File: src/rtl/cpr_pkg.sv
package cpr_pkg;
  localparam int DW        = 32;
  localparam int NREG      = 8;
  localparam int IDXW      = $clog2(NREG);
  localparam int DBG_IW    = IDXW + 1;
  localparam int CFG_W     = 4;
  localparam int CFG_LSB   = 4;
  localparam int SEL_LSB   = 16;
  localparam logic [DW-1:0] ID_VALUE = 32'h4144_0110;
  localparam int CFG_REG   = 1;

  typedef struct packed {
    logic            en;
    logic [IDXW-1:0] idx;
    logic [DW-1:0]   data;
  } wr_req_t;
endpackage

File: src/rtl/cpr_bank.sv
module cpr_bank
  import cpr_pkg::*;
(
  input  logic                 clk,
  input  logic                 rst_n,
  input  logic [CFG_W-1:0]     strap_cfg,
  input  wr_req_t              wr,
  input  logic [IDXW-1:0]      ra_idx,
  output logic [DW-1:0]        ra_data,
  input  logic [IDXW-1:0]      rb_idx,
  output logic [DW-1:0]        rb_data,
  output logic [CFG_W-1:0]     cfg_bits
);
  logic [DW-1:0] regs [NREG];

  assign regs[0] = '0;

  for (genvar k = 1; k < NREG; k++) begin : g_reg
    logic [DW-1:0] rst_val;
    if (k == CFG_REG) begin : g_cfg
      assign rst_val = DW'(strap_cfg) << CFG_LSB;
    end else begin : g_plain
      assign rst_val = '0;
    end
    always_ff @(posedge clk) begin
      if (!rst_n)
        regs[k] <= rst_val;
      else if (wr.en && wr.idx == IDXW'(k))
        regs[k] <= wr.data;
    end
  end

  assign ra_data  = (ra_idx == '0) ? ID_VALUE : regs[ra_idx];
  assign rb_data  = (rb_idx == '0) ? ID_VALUE : regs[rb_idx];
  assign cfg_bits = regs[CFG_REG][CFG_LSB +: CFG_W];


  stored_value_chk: assert property (@(posedge clk) disable iff (!rst_n)
    (wr.en && wr.idx != '0) |=> regs[$past(wr.idx)] == $past(wr.data));


  cfg_hold_chk: assert property (@(posedge clk) disable iff (!rst_n)
    !(wr.en && wr.idx == IDXW'(CFG_REG)) |=> $stable(cfg_bits));
endmodule

File: src/rtl/cpr_mode_watch.sv
module cpr_mode_watch
  import cpr_pkg::*;
(
  input  logic             clk,
  input  logic             rst_n,
  input  wr_req_t          wr,
  input  logic [CFG_W-1:0] cfg_now,
  output logic             mode_chg
);
  logic hits_cfg;
  logic differs;

  assign hits_cfg = wr.en && wr.idx == IDXW'(CFG_REG);
  assign differs  = wr.data[CFG_LSB +: CFG_W] != cfg_now;

  always_ff @(posedge clk) begin
    if (!rst_n) mode_chg <= 1'b0;
    else        mode_chg <= hits_cfg && differs;
  end


  pulse_cause_chk: assert property (@(posedge clk) disable iff (!rst_n)
    mode_chg |-> cfg_now != $past(cfg_now));


  pulse_needed_chk: assert property (@(posedge clk) disable iff (!rst_n)
    ($past(rst_n) && cfg_now != $past(cfg_now)) |-> mode_chg);
endmodule

File: src/rtl/cpr_sysctl.sv
module cpr_sysctl
  import cpr_pkg::*;
(
  input  logic        clk,
  input  logic        rst_n,
  input  logic [3:0]  strap_cfg,
  input  logic        cmd_valid,
  input  logic        cmd_write,
  input  logic [31:0] cmd_instr,
  input  logic [31:0] cmd_wdata,
  output logic        rsp_done,
  output logic [31:0] rsp_rdata,
  input  logic        dbg_wr,
  input  logic        dbg_rd,
  input  logic [3:0]  dbg_idx,
  input  logic [31:0] dbg_wdata,
  output logic [31:0] dbg_rdata,
  output logic        cfg_prog_wide,
  output logic        cfg_data_wide,
  output logic        cfg_late_abort,
  output logic        cfg_big_endian,
  output logic        mode_chg
);
  logic [IDXW-1:0]  cmd_idx;
  logic             cmd_wr;
  logic             dbg_in_range;
  logic             dbg_wr_ok;
  wr_req_t          wr;
  logic [DW-1:0]    ra_data;
  logic [DW-1:0]    rb_data;
  logic [CFG_W-1:0] cfg_bits;
  logic             unused_instr;

  assign cmd_idx      = cmd_instr[SEL_LSB +: IDXW];
  assign unused_instr = ^{cmd_instr[DW-1:SEL_LSB+IDXW], cmd_instr[SEL_LSB-1:0]};
  assign cmd_wr       = cmd_valid && cmd_write;
  assign dbg_in_range = !dbg_idx[DBG_IW-1];
  assign dbg_wr_ok    = dbg_wr && dbg_in_range;

  always_comb begin
    wr.en   = cmd_wr || dbg_wr_ok;
    wr.idx  = cmd_wr ? cmd_idx   : dbg_idx[IDXW-1:0];
    wr.data = cmd_wr ? cmd_wdata : dbg_wdata;
  end

  cpr_bank u_bank (
    .clk       (clk),
    .rst_n     (rst_n),
    .strap_cfg (strap_cfg),
    .wr        (wr),
    .ra_idx    (cmd_idx),
    .ra_data   (ra_data),
    .rb_idx    (dbg_idx[IDXW-1:0]),
    .rb_data   (rb_data),
    .cfg_bits  (cfg_bits)
  );

  cpr_mode_watch u_watch (
    .clk      (clk),
    .rst_n    (rst_n),
    .wr       (wr),
    .cfg_now  (cfg_bits),
    .mode_chg (mode_chg)
  );

  assign rsp_done  = cmd_valid;
  assign rsp_rdata = (cmd_valid && !cmd_write) ? ra_data : '0;
  assign dbg_rdata = (dbg_rd && dbg_in_range) ? rb_data : '0;

  assign cfg_prog_wide  = cfg_bits[0];
  assign cfg_data_wide  = cfg_bits[1];
  assign cfg_late_abort = cfg_bits[2];
  assign cfg_big_endian = cfg_bits[3];


  id_read_chk: assert property (@(posedge clk) disable iff (!rst_n)
    (cmd_valid && !cmd_write && cmd_instr[18:16] == 3'd0) |-> rsp_rdata == ID_VALUE);


  dbg_oob_chk: assert property (@(posedge clk) disable iff (!rst_n)
    (dbg_rd && dbg_idx >= 4'd8) |-> dbg_rdata == '0);


  done_chk: assert property (@(posedge clk) disable iff (!rst_n)
    cmd_valid |-> rsp_done);
endmodule

File: config.mk
export PLATFORM = sky130hd
export DESIGN_NAME = cpr_sysctl
export DESIGN_NICKNAME = d
export VERILOG_FILES = /design/src/rtl/cpr_pkg.sv /design/src/rtl/cpr_bank.sv /design/src/rtl/cpr_mode_watch.sv /design/src/rtl/cpr_sysctl.sv
export SDC_FILE = /design/constraint.sdc
export NUM_CORES = 1
export LEC_CHECK = 0
export BUFFER_PORTS_ARGS = -buffer_cell sky130_fd_sc_hd__buf_2
export CAP_MARGIN = 20
export CORE_ASPECT_RATIO = 0.75
export CORE_MARGIN = 2
export CORE_UTILIZATION = 51
export DETAILED_ROUTE_END_ITERATION = 10
export GPL_ROUTABILITY_DRIVEN = 0
export PLACE_DENSITY = 0.72
export SLEW_MARGIN = 30
export SYNTH_ARGS = -nofsm -noshare
export SYNTH_HDL_FRONTEND = slang
export SYNTH_SLANG_ARGS = --single-unit
File: constraint.sdc
create_clock -name clk -period 4.17 [get_ports clk]
set_clock_uncertainty 0.1 [all_clocks]
set_input_delay 1.251 -clock clk [delete_from_list [all_inputs] [get_ports clk]]
set_output_delay 1.251 -clock clk [all_outputs]
set_load 0.01 [all_outputs]
==> out/metrics.csv <==
metric,value,unit
reg2regPathDepth,4,
netlist_area,12500,um2
hold_ws,0.362,ns
fillers,1988,
syn_area_per_cell,10.1,um2
antenna_cells,0,
ys_async_sr_fraction,0,%
synthesis.nets,1338,
hpwlAfterDp,23700,um
grt_pass1_wl,58100,um
finalSetupTns,0,ns
max_slew_margin,48.5,%
cp.arrival,2.71,ns
r2r_start,u_bank.cfg_bits[2]$_DFFE_PP_,
core-area,24000,um2
synth_top_area_share,35.5,%
drt_first_pass_iters,5,
synth_ff_type,dfxtp_1,
leakage,6.41,nW
die_area,25700,um2
use_met1,38.8,%
seq_area_frac_synth,36.5,%
powerDensity,361,nW/um2
grt-ovfl-total,0,
grt_setup_unrepaired,false,
placed_cells,1661,
postCtsSetupRepairBufs,0,
period_share,97.5,%
clock-root-buffer,clkbuf_16,
pin_count,180,
viasPerCell,6.16,
grtUsageMet3,4.95,%
met2_usage,47.0,%
hold_viol,0,
finalSetupViolCount,0,
fp-row-count,49,
pre_cts_ws,0.0557,ns
clk_path_buf_depth,3,
cts_made_buffers,24,
grt_usage,28.7,%
ys_top_cells_by_area,"dfxtp_1 (36%), mux2i_1 (19%), mux4_2 (12%), nand2_1 (7.9%), mux2_2 (7.3%)",
clk_latency,0.52,ns
ant_nets,0,
peakVddDrop,0.000332,V
die_h,139,um
yosysWarnings,0,
fin_crit,4.06,ns
grt_max_degree,68,
fmax,246,MHz
wire_per_inst,21.9,um
syn2layout_area_growth,19.1,%
rrSetupSlack,2.59,ns
final_max_slew_viol_count,0,
clkSlewWorstSetupHoldPaths,0.06,ns
reg2reg_to,u_watch.mode_chg$_SDFF_PN0_,
clock_sinks,225,
antenna_found_initial,0,
drt_iter0_drc,994,
drcViolationCount,0,
final_core_util,61.9,%
min_to,u_bank.regs[216]$_SDFFE_PN0P_,
tritoncts,yes,
synth_edf_count,4,
nets,1466,
end_kind,output port,
min_delay_path_depth,2,
crit_required,2.82,ns
htreeDepth,1,
min-delay-start,u_bank.regs[216]$_SDFFE_PN0P_,
cap_viol_max_count,0,
routed_wirelength,37200,um
final_layout_size_suffix_gt1_share,30.4,%
status,finished clean,
port_buffers,150,
synth_top_cell_by_area,dfxtp_1,
vias,10500,
first_global_vias,10500,
worst-setup-path-type,input port to output port,
fp.dieW,184,um
crit_fanout,16,
ys_types,36,
setup_slack,0.105,ns
instances_no_fill,1704,
syn_inst,1228,
grt.busiest_layer,met2,
start_kind,input port,
initial_utilization,51.9,%
worst_pin_slew,0.751,ns
ys_ff_latch,225,
hold_class,flip-flop to flip-flop,
kinds of logic (layout without fill, tap and decap cells):
group	Yosys count	after routing	share of synthesized area, %
muxes	388	388	38.5
and+or+nand+nor	393	393	14.2
AOI/OAI and AO/OA	89	89	5.76
xor gates and xnor gates	1	1	0.0703
buffers and inverters	132	277	4.90
DFF	225	225	36.5
cells in the mapped netlist (all sizes together) (2+ instances only):
| master | instances |
|---|---|
| nand2 | 262 |
| nand3 | 2 |
| nand2b | 3 |
| nor2b | 51 |
| mux4 | 64 |
| mux2i | 243 |
| edfxtp | 4 |
| nand3b | 2 |
| inv | 14 |
| dfxtp | 221 |
| a221oi | 61 |
| nor2 | 13 |
| o21ai | 2 |
| buf | 56 |
| a21oi | 15 |
| nor4 | 49 |
| o22ai | 4 |
| or3 | 2 |
| o221ai | 4 |
| nor3 | 5 |
| clkbuf | 62 |
| mux2 | 81 |
layout by cell type, fill, tap and decap left out, types with 5 or more instances in the layout:
cell and count:
a221oi_1 61, inv_1 14, nor2_1 13, mux2i_1 242, clkbuf_16 26, a21oi_1 12
buf_2 147, nor2b_1 49, mux2_2 81, bufinv_16 5, nor4_1 48, nand2_1 259
buf_12 23, buf_4 49, dfxtp_1 221, mux4_2 64
cell type report:
type                       count  area, um2  area share [%]
multi-input combinational    871       7360            49.6
sequential                   225       4540            30.6
timing repair buffer         220       1580            10.6
tap                          331        414            2.79
clock inverter                11        189            1.27
inverter                      14       52.6           0.354
clock buffer                  32        693            4.68
layer usage:
metal,vias to the layer above,routed length (um)
li1,4728,-
met1,5183,15800
met2,500,17400
met3,87,3080
met4,0,947
met5,-,0
sequential cells by signal (all words and copies together) (netlist names):
register	cells
u_bank.regs	220
u_bank.cfg_bits	4
u_watch.mode_chg	1
worst max-delay path, cell delays in order:
cell,delay (ns)
buf_4,0.22
buf_12,0.21
mux2_2,0.35
a221oi_1,0.29
nor4_1,0.10
buf_4,0.14
buf_2,0.13
repair_timing:
action | 4_1_cts | 5_1_grt
hold buffers | 0 | 0
endpoints found under the setup margin | 0 | 1
resized for setup | 0 | 1
through the flow:
stage | cell area, um2 | total power [W]
floorplan | 12500 | 0.00273
global placement | 13900 | 0.00298
detailed placement | 13900 | 0.00300
CTS | 14800 | 0.00537
global route | 14800 | 0.00552
finish | 14800 | 0.00536
worst max-delay path by stage:
stage,startpoint,endpoint
3_5_place_dp,cmd_instr[17],rsp_rdata[2]
3_3_place_gp,cmd_instr[17],rsp_rdata[2]
6_report,dbg_idx[0],dbg_rdata[1]
5_1_grt,dbg_idx[0],dbg_rdata[31]
4_1_cts,cmd_instr[17],rsp_rdata[2]
2_1_floorplan,cmd_instr[16],rsp_rdata[10]
power breakdown:
| part | internal (W) | switching (W) | leakage [nW] |
|---|---|---|---|
| combinational | 0.000303 | 0.000405 | 4.15 |
| clock | 0.00148 | 0.000915 | 0.427 |
| sequential | 0.00221 | 0.0000439 | 1.83 |
| total | 0.00399 | 0.00136 | 6.41 |
No activity file was read; power rests on OpenSTA's default activity.
